==> src/rtl/nic_regfile_pkg.sv <==
package nic_regfile_pkg;

  localparam int REG_BITS  = 8;
  localparam int ADDR_BITS = 4;
  localparam int EV_COUNT  = 7;

  typedef enum logic [1:0] {
    PG0 = 2'b00,
    PG1 = 2'b01,
    PG2 = 2'b10,
    PG3 = 2'b11
  } page_e;

  localparam logic [ADDR_BITS-1:0] OFS_CMD  = 4'h0;
  localparam logic [ADDR_BITS-1:0] OFS_STAT = 4'h7;
  localparam logic [ADDR_BITS-1:0] OFS_MASK = 4'hF;

  localparam int CMD_STOP_BIT  = 0;
  localparam int CMD_START_BIT = 1;

  localparam logic [REG_BITS-1:0] CMD_INIT  = 8'h21;
  localparam logic [REG_BITS-1:0] STAT_INIT = 8'h80;
  localparam logic [REG_BITS-1:0] MASK_INIT = 8'h00;

  typedef struct packed {
    logic cmd;
    logic stat;
    logic mask;
  } reg_sel_t;

endpackage

==> src/rtl/nic_addr_decode.sv <==
module nic_addr_decode
  import nic_regfile_pkg::*;
#(
  parameter int ADDR_W = ADDR_BITS
) (
  input  logic [ADDR_W-1:0] addr,
  input  page_e             page,
  input  logic              wr_en,
  output reg_sel_t          wsel,
  output reg_sel_t          rsel
);

  logic hit_cmd, hit_stat, hit_mask;

  assign hit_cmd  = (addr == OFS_CMD);
  assign hit_stat = (addr == OFS_STAT);
  assign hit_mask = (addr == OFS_MASK);

  always_comb begin
    // write side: command on any page, status and mask on page 0 only
    wsel.cmd  = wr_en && hit_cmd;
    wsel.stat = wr_en && hit_stat && (page == PG0);
    wsel.mask = wr_en && hit_mask && (page == PG0);
    // read side: the mask offset on page 0 belongs to another register
    rsel.cmd  = hit_cmd;
    rsel.stat = hit_stat && (page == PG0);
    rsel.mask = hit_mask && (page == PG2);
  end

endmodule

==> src/rtl/nic_int_status.sv <==
module nic_int_status
  import nic_regfile_pkg::*;
#(
  parameter int NUM_EV = EV_COUNT
) (
  input  logic              clk,
  input  logic              rst,
  input  logic [NUM_EV-1:0] ev,
  input  logic              w1c_en,
  input  logic [NUM_EV:0]   w1c_bits,
  input  logic              halt_set,
  input  logic              halt_clr,
  output logic [NUM_EV:0]   status
);

  localparam int HALT_BIT = NUM_EV;

  logic [NUM_EV:0] st_q;

  always_ff @(posedge clk) begin
    if (rst) begin
      st_q <= '0;
      st_q[HALT_BIT] <= 1'b1;
    end else begin
      for (int i = 0; i < NUM_EV; i++) begin
        if (ev[i])
          st_q[i] <= 1'b1;
        else if (w1c_en && w1c_bits[i])
          st_q[i] <= 1'b0;
      end
      if (halt_set)
        st_q[HALT_BIT] <= 1'b1;
      else if (halt_clr || (w1c_en && w1c_bits[HALT_BIT]))
        st_q[HALT_BIT] <= 1'b0;
    end
  end

  assign status = st_q;

  // every strobed event is latched, even against a clearing write
  assert_event_latched_R3: assert property (@(posedge clk) disable iff (rst)
    (|ev) |=> ((status[NUM_EV-1:0] & $past(ev)) == $past(ev)));

  // with no competing set, every bit written as one reads back zero
  assert_w1c_clears_R4: assert property (@(posedge clk) disable iff (rst)
    (w1c_en && (ev == '0) && !halt_set) |=> ((status & $past(w1c_bits)) == '0));

endmodule

==> src/rtl/nic_irq_gen.sv <==
module nic_irq_gen #(
  parameter int NUM_EV = 7
) (
  input  logic              clk,
  input  logic              rst,
  input  logic [NUM_EV-1:0] status,
  input  logic [NUM_EV-1:0] mask,
  output logic              irq
);

  logic irq_q;

  always_ff @(posedge clk) begin
    if (rst) irq_q <= 1'b0;
    else     irq_q <= |(status & mask);
  end

  assign irq = irq_q;

  // with no enabled pending source the line is low one cycle later
  assert_quiet_when_masked_R7: assert property (@(posedge clk) disable iff (rst)
    ((status & mask) == '0) |=> !irq);

endmodule

==> src/rtl/nic_regfile.sv <==
module nic_regfile
  import nic_regfile_pkg::*;
#(
  parameter int ADDR_W = ADDR_BITS,
  parameter int DATA_W = REG_BITS,
  parameter int NUM_EV = EV_COUNT
) (
  input  logic              clk,
  input  logic              rst,
  input  logic [ADDR_W-1:0] addr,
  input  logic              wr_en,
  input  logic [DATA_W-1:0] wr_data,
  input  logic              rd_en,
  output logic [DATA_W-1:0] rd_data,
  input  logic [NUM_EV-1:0] ev_strobe,
  output logic              irq
);

  localparam int HALT_BIT = NUM_EV;
  localparam int PAGE_HI  = DATA_W - 1;
  localparam int PAGE_LO  = DATA_W - 2;

  logic [DATA_W-1:0] cmd_q;
  logic [DATA_W-1:0] mask_q;
  logic [DATA_W-1:0] rd_q;
  logic [NUM_EV:0]   stat;
  page_e             page;
  reg_sel_t          wsel, rsel;
  logic              halt_set, halt_clr;

  assign page = page_e'(cmd_q[PAGE_HI:PAGE_LO]);

  nic_addr_decode #(.ADDR_W(ADDR_W)) u_dec (
    .addr  (addr),
    .page  (page),
    .wr_en (wr_en),
    .wsel  (wsel),
    .rsel  (rsel)
  );

  // command register: page select and controller requests
  always_ff @(posedge clk) begin
    if (rst)           cmd_q <= CMD_INIT;
    else if (wsel.cmd) cmd_q <= wr_data;
  end

  assign halt_set = wsel.cmd && wr_data[CMD_STOP_BIT];
  assign halt_clr = wsel.cmd && wr_data[CMD_START_BIT] && !wr_data[CMD_STOP_BIT];

  nic_int_status #(.NUM_EV(NUM_EV)) u_stat (
    .clk      (clk),
    .rst      (rst),
    .ev       (ev_strobe),
    .w1c_en   (wsel.stat),
    .w1c_bits (wr_data[NUM_EV:0]),
    .halt_set (halt_set),
    .halt_clr (halt_clr),
    .status   (stat)
  );

  // mask register
  always_ff @(posedge clk) begin
    if (rst)            mask_q <= MASK_INIT;
    else if (wsel.mask) mask_q <= wr_data;
  end

  nic_irq_gen #(.NUM_EV(NUM_EV)) u_irq (
    .clk    (clk),
    .rst    (rst),
    .status (stat[NUM_EV-1:0]),
    .mask   (mask_q[NUM_EV-1:0]),
    .irq    (irq)
  );

  // registered read port
  always_ff @(posedge clk) begin
    if (rst) begin
      rd_q <= '0;
    end else if (rd_en) begin
      if (rsel.cmd)       rd_q <= cmd_q;
      else if (rsel.stat) rd_q <= DATA_W'(stat);
      else if (rsel.mask) rd_q <= mask_q;
      else                rd_q <= '0;
    end
  end

  assign rd_data = rd_q;

  // a stop request leaves the halt bit set on the next cycle
  assert_stop_sets_halt_R8: assert property (@(posedge clk) disable iff (rst)
    (wsel.cmd && wr_data[CMD_STOP_BIT]) |=> stat[HALT_BIT]);

  // a start request without stop leaves the halt bit clear
  assert_start_clears_halt_R8: assert property (@(posedge clk) disable iff (rst)
    (wsel.cmd && wr_data[CMD_START_BIT] && !wr_data[CMD_STOP_BIT]) |=> !stat[HALT_BIT]);

  // the halt bit alone never raises the interrupt line
  assert_halt_silent_R7: assert property (@(posedge clk) disable iff (rst)
    (stat[HALT_BIT] && (stat[NUM_EV-1:0] == '0)) |=> !irq);

  // with no read strobe the read data holds
  assert_rd_hold_R10: assert property (@(posedge clk) disable iff (rst)
    !rd_en |=> $stable(rd_data));

endmodule

==> config.mk <==
export PLATFORM = sky130hd
export DESIGN_NAME = nic_regfile
export DESIGN_NICKNAME = d
export VERILOG_FILES = /design/src/rtl/nic_regfile_pkg.sv /design/src/rtl/nic_addr_decode.sv /design/src/rtl/nic_int_status.sv /design/src/rtl/nic_irq_gen.sv /design/src/rtl/nic_regfile.sv
export SDC_FILE = /design/constraint.sdc
export NUM_CORES = 1
export LEC_CHECK = 0
export BUFFER_PORTS_ARGS = -buffer_cell sky130_fd_sc_hd__buf_2
export CELL_PAD_IN_SITES_DETAIL_PLACEMENT = 0
export CELL_PAD_IN_SITES_GLOBAL_PLACEMENT = 1
export CORE_MARGIN = 2
export CORE_UTILIZATION = 40
export CTS_BUF_LIST = sky130_fd_sc_hd__clkbuf_4 sky130_fd_sc_hd__clkbuf_8
export DETAILED_ROUTE_END_ITERATION = 8
export GPL_ROUTABILITY_DRIVEN = 0
export GPL_TIMING_DRIVEN = 0
export PLACE_DENSITY_LB_ADDON = 0.1
export SLEW_MARGIN = 20
export SYNTH_ARGS = -nofsm -noshare
export SYNTH_HDL_FRONTEND = slang
export SYNTH_SLANG_ARGS = --single-unit
==> constraint.sdc <==
create_clock -name clk -period 3.85 [get_ports clk]
set_clock_uncertainty 0.2 [all_clocks]
set_input_delay 0.5775 -clock clk [delete_from_list [all_inputs] [get_ports clk]]
set_output_delay 0.5775 -clock clk [all_outputs]
set_load 0.005 [all_outputs]
==> out/results.tsv, run 1 <==
metric	value	unit
outcome	completed	
crit_top_cell	buf_6	
first_iter_violations	51	
clk_pin_slew	0.07	ns
crit_type	input pin to flip-flop	
fmax	541	MHz
grt_antenna_before_repair	0	
cp-start-kind	input pin	
drc	0	
grt_usage	19.3	%
cellLeakagePower	0.708	nW
areaGrowthSynthToFinish	19.8	%
slew_headroom	57.4	%
cts_tree	done	
layout_common_cells	dfxtp_1 (33), buf_2 (32), nor2_1 (24), nand2_1 (16), a21oi_1 (14)	
ff2ff_setup_slack	2.11	ns
fin_nets	216	
yosysUniqueCellTypes	28	
wl	3660	microns
worstPathMaxFanout	10	
setup_viol	0	
avgViaCountPerCell	5.36	
cp.arrival	1.79	ns
max_stage_delay	0.30	ns
synth_area	1520	sq um
rsz0062_at_grt	false	
die_height	65.7	microns
power_density	372	nW/um^2
tns	0	ns
htree_levels	2	
vdd_ir_drop_max	0.172	mV
syn_nets	178	
post-place-ws	1.68	ns
cp-end-kind	flip-flop	
ant_nets	0	
drive_gt1_share	33.5	%
finalPower	679	uW
drt_first_pass_iters	4	
path_cells	buf_2, and3_1, buf_6, and4b_1, buf_6, a221oi_2, o32ai_2	
avgSynthCellArea	9.82	sq um
hold_viol	0	
fin_crit_sh	48.0	%
clk_latency	0.28	ns
netlist_instances	155	
wl_per_cell	15.1	microns
start_util	41.6	%
grt_max_degree	11	
path_buf_inv	3	
wl_met2	1670	microns
cp_slowest_cell	a221oi_2	
die_area	4320	sq um
met1_length	1710	microns
tightest_slew	0.639	ns
cts_sinks	33	
ys_ff_latch	33	
rows	22	
max-clock-path-buffers	2	
vias	1296	
layout.cells.most_common	dfxtp_1	
hp-class	flip-flop to flip-flop	
routed-wl-met3	194	microns
numPortBuffers	31	
final_util	49.8	%
cts_resized	0	
post_cts_buffers	0	
path_delay_family	compound AO/OA/AOI/OAI gates	
die_w	65.7	microns
diodes	0	
fin_crit	1.85	ns
required	3.79	ns
grt-ovfl-total	0	
postCtsHoldBufs	0	
slew_viol_final	0	
setup_slack	2.00	ns
grt_pass1_wl	6090	microns
hpwl	2740	microns
core_area	3660	sq um
dr.max_layer_used	met4	
cts_buffers	5	
ys_warn_count	0	
yosysSeqAreaShare	43.4	%
grt_pass1_vias	1205	
clock-root-buffer	clkbuf_8	
ios	32	
cap_violations	0	
-- power breakdown --
part	switching, mW	leakage [nW]	total, mW	internal (mW)
sequential	0.00807	0.269	0.359	0.351
combinational	0.0351	0.391	0.0637	0.0286
clock	0.124	0.0484	0.256	0.132
total	0.167	0.708	0.679	0.512
-- per-layer routing --
layer,vias up,track usage (%)
li1,637,-
met1,622,26.0
met2,29,28.7
met3,8,5.65
met4,0,8.33
met5,-,0
-- logic make-up (layout without fill, tap and decap cells) --
logic type | count (synthesis) | in the layout | synth area share [%]
and+or+nand+nor | 69 | 69 | 23.0
buffers and inverters | 11 | 50 | 5.26
DFF | 33 | 33 | 43.4
muxes | 8 | 8 | 5.26
AOI/OAI and AO/OA | 34 | 34 | 23.1
-- worst reg2reg max path, cell delays in order (launching register included) --
cell,delay [ns]
dfxtp_1,0.45
nor2_1,0.09
and3b_2,0.21
buf_4,0.18
a221oi_2,0.35
o32ai_2,0.13
-- per-stage QoR --
stage	instance area, sq um	hold slack [ns]	cells
after floorplan	1520	0.223	155
after global placement	1740	0.244	234
after detailed placement	1740	0.243	234
after CTS	1820	0.262	242
after global routing	1820	0.288	242
final	1820	0.257	242
-- registers in the layout (all words and copies together), names as in the netlist --
name and count:
rd_data 8, mask_q 8, u_stat.status 8, cmd_q 8
u_irq.irq 1
-- final timing paths --
kind                            startpoint          to  depth (start not counted)
worst max-delay path               addr[0]  rd_data[1]                          7
worst min-delay path              cmd_q[0]    cmd_q[0]                          2
worst max register to register    cmd_q[7]  rd_data[1]                          5
worst min register to register    cmd_q[0]    cmd_q[0]                          2
-- synthesized netlist by cell type (all sizes together) --
cell    instances  area share [%]
and4            1            0.66
a21oi          14             4.6
nor2           24             5.9
clkbuf          2            0.49
a221oi          8             7.9
nor4            1            0.41
mux2i           8             5.3
nand3b          1            0.49
nand3          10             3.3
buf             8             3.5
and4b           1            0.66
nor4b           1             1.6
dfxtp          33              43
nand2          17             4.4
a31oi           1            0.41
or4             1            0.49
o32ai           8             8.5
and2            1            0.41
and3b           1            0.66
nand2b          9             3.7
a222oi          1            0.66
a22oi           2            0.99
bufbuf          1             1.2
and3            1            0.41
-- cell type report --
cell class,instances,area (sq um)
Fill cell,382,1840
Multi-Input combinational cell,111,782
Sequential cell,33,661
Timing Repair Buffer,31,155
Buffer,11,80.1
Clock buffer,6,76.3
Tap cell,48,60.1
Clock inverter,2,10.0
No activity file was read; power rests on OpenSTA's default activity.
==> run 2: changes to the inputs <==
==> constraint.sdc (replaced) <==
create_clock -name clk -period 1.7 [get_ports clk]
set_clock_uncertainty 0.2 [all_clocks]
set_input_delay 0.255 -clock clk [delete_from_list [all_inputs] [get_ports clk]]
set_output_delay 0.255 -clock clk [all_outputs]
set_load 0.005 [all_outputs]
==> run 2 against run 1 <==
  * Highest routed layer unchanged
  * First-iteration DRC count fell by 20%
  * Critical path type is now flip-flop to flip-flop
  * Critical path depth decreased by 3
  * Combinational power grew to 2.7 times the previous value
  * Critical endpoint is now rd_data[5]
  * Die area unchanged
==> out/results.tsv, run 2 (same netlist as run 1, synthesis figures left out) <==
metric	value	unit	change
vdd_ir_drop_max	0.397	mV	was 0.172 mV
grt_usage	19.7	%	was 19.3%
rows	22		unchanged
final_area	1990	sq um	was 1820 sq um
cts_sinks	33		unchanged
start_util	41.6	%	unchanged
hp-class	input pin to flip-flop		was flip-flop to flip-flop
required	1.70	ns	was 3.79 ns
clock-root-buffer	clkbuf_8		unchanged
path_delay_family	simple AND/OR/NAND/NOR gates		was compound AO/OA/AOI/OAI gates
cap_violations	0		unchanged
core_area	3660	sq um	unchanged
ant_nets	0		unchanged
grt_pass1_vias	1242		was 1205
diodes	0		unchanged
layout.cells.most_common	buf_2		was dfxtp_1
outcome	completed		unchanged
cp-end-kind	flip-flop		unchanged
ios	32		unchanged
dr.max_layer_used	met4		unchanged
crit_type	flip-flop to flip-flop		was input pin to flip-flop
numPortBuffers	31		unchanged
cp.arrival	1.58	ns	was 1.79 ns
layout_common_cells	buf_2 (32), dfxtp_1 (31), nor2_1 (24), nand2_1 (16), a21oi_1 (14)		was dfxtp_1 (33), buf_2 (32), nor2_1 (24), nand2_1 (16), a21oi_1 (14)
routed-wl-met3	155	microns	was 194 microns
grt-ovfl-total	0		unchanged
grt_pass1_wl	6210	microns	was 6090 microns
drt_first_pass_iters	4		unchanged
postPlaceCellArea	1740	sq um	unchanged
fin_nets	223		was 216
max_stage_delay	0.40	ns	was 0.30 ns
max-clock-path-buffers	2		unchanged
clk_latency	0.28	ns	about the same
wl	3740	microns	was 3660 microns
tightest_slew	0.671	ns	was 0.639 ns
power_density	789	nW/um^2	was 372 nW/um^2
hpwl	2740	microns	unchanged
die_area	4320	sq um	unchanged
met1_length	1780	microns	was 1710 microns
clk_pin_slew	0.07	ns	about the same
slew_viol_final	0		unchanged
vias	1329		was 1296
fin_crit	1.58	ns	
finalPower	1.57	mW	was 679 uW
fmax	635	MHz	
drive_gt1_share	33.3	%	was 33.5%
cp_slowest_cell	and3b_4		was a221oi_2
grt_antenna_before_repair	0		unchanged
rsz0062_at_grt	false		unchanged
worstPathMaxFanout	8		was 10
drc	0		unchanged
die_height	65.7	microns	unchanged
final_util	54.4	%	was 49.8%
areaGrowthSynthToFinish	30.8	%	was 19.8%
cp-start-kind	flip-flop		was input pin
cellLeakagePower	0.739	nW	was 0.708 nW
die_w	65.7	microns	unchanged
htree_levels	2		unchanged
setup_viol	0		unchanged
fin_crit_sh	92.7	%	
wl_met2	1720	microns	was 1670 microns
avgViaCountPerCell	5.34		was 5.36
first_iter_violations	41		was 51
cts_buffers	5		unchanged
cts_tree	done		unchanged
slew_headroom	55.2	%	was 57.4%
path_cells	nor2_1, and3b_4, a221oi_4, o32ai_2		was buf_2, and3_1, buf_6, and4b_1, buf_6, a221oi_2, o32ai_2
hold_viol	0		unchanged
path_buf_inv	0		was 3
whs	0.0320	ns	was 0.257 ns
grt_max_degree	11		unchanged
wl_per_cell	15.0	microns	was 15.1 microns
## run 2: cell count changes in the layout (fill, tap and decap cells not counted), sizes merged
| cell | delta |
|---|---|
| dlygate4sd3 | +7 |
## run 2: final timing paths
path	cells past startpoint	start	slack, ns	end
max	4	cmd_q[7]	0.12	rd_data[5]
min	3	wr_data[7]	0.03	cmd_q[7]
max reg2reg	4	cmd_q[7]	0.12	rd_data[5]
min reg2reg	2	cmd_q[1]	0.26	cmd_q[1]
## run 2: worst register-to-register path, cell delays in order (launching register included)
cell,delay (ns)
dfxtp_4,0.37
nor2_1,0.14
and3b_4,0.40
a221oi_4,0.13
o32ai_2,0.26
## run 2: timing repair
action / CTS / global route
endpoints found under the setup margin: 8 / 12
gates resized for setup: 2 / 10
hold buffers: 7 / 0
pin swaps: 0 / 1
hold endpoints to repair: 7 / 0
cloned: 0 / 0
setup buffers: 0 / 1
## run 2: power breakdown
part | total [mW] | internal (mW) | switching (mW)
clock network | 0.585 | 0.299 | 0.285
registers | 0.817 | 0.794 | 0.0231
logic | 0.169 | 0.0832 | 0.0858
## run 2: per-stage QoR
| stage | std cells | TNS (ns) | worst slack (ns) |
|---|---|---|---|
| floorplan | 155 | 0 | 0.141 |
| global placement | 234 | -0.902 | -0.125 |
| detailed placement | 234 | -1.29 | -0.150 |
| CTS | 249 | 0 | 0.0346 |
| global route | 249 | 0 | 0.0363 |
| finish | 249 | 0 | 0.124 |
## run 2: layout make-up
cell class	count	area, sq um
Clock inverter	2	10.0
Sequential cell	33	666
Fill cell	363	1670
Buffer	10	72.6
Tap cell	48	60.1
Timing Repair Buffer	39	233
Multi-Input combinational cell	111	875
Clock buffer	6	76.3
## run 2: layer usage
metal	GRT usage, %	vias up
li1	-	655
met1	26.2	636
met2	29.5	30
met3	5.65	8
met4	8.33	0
met5	0	-
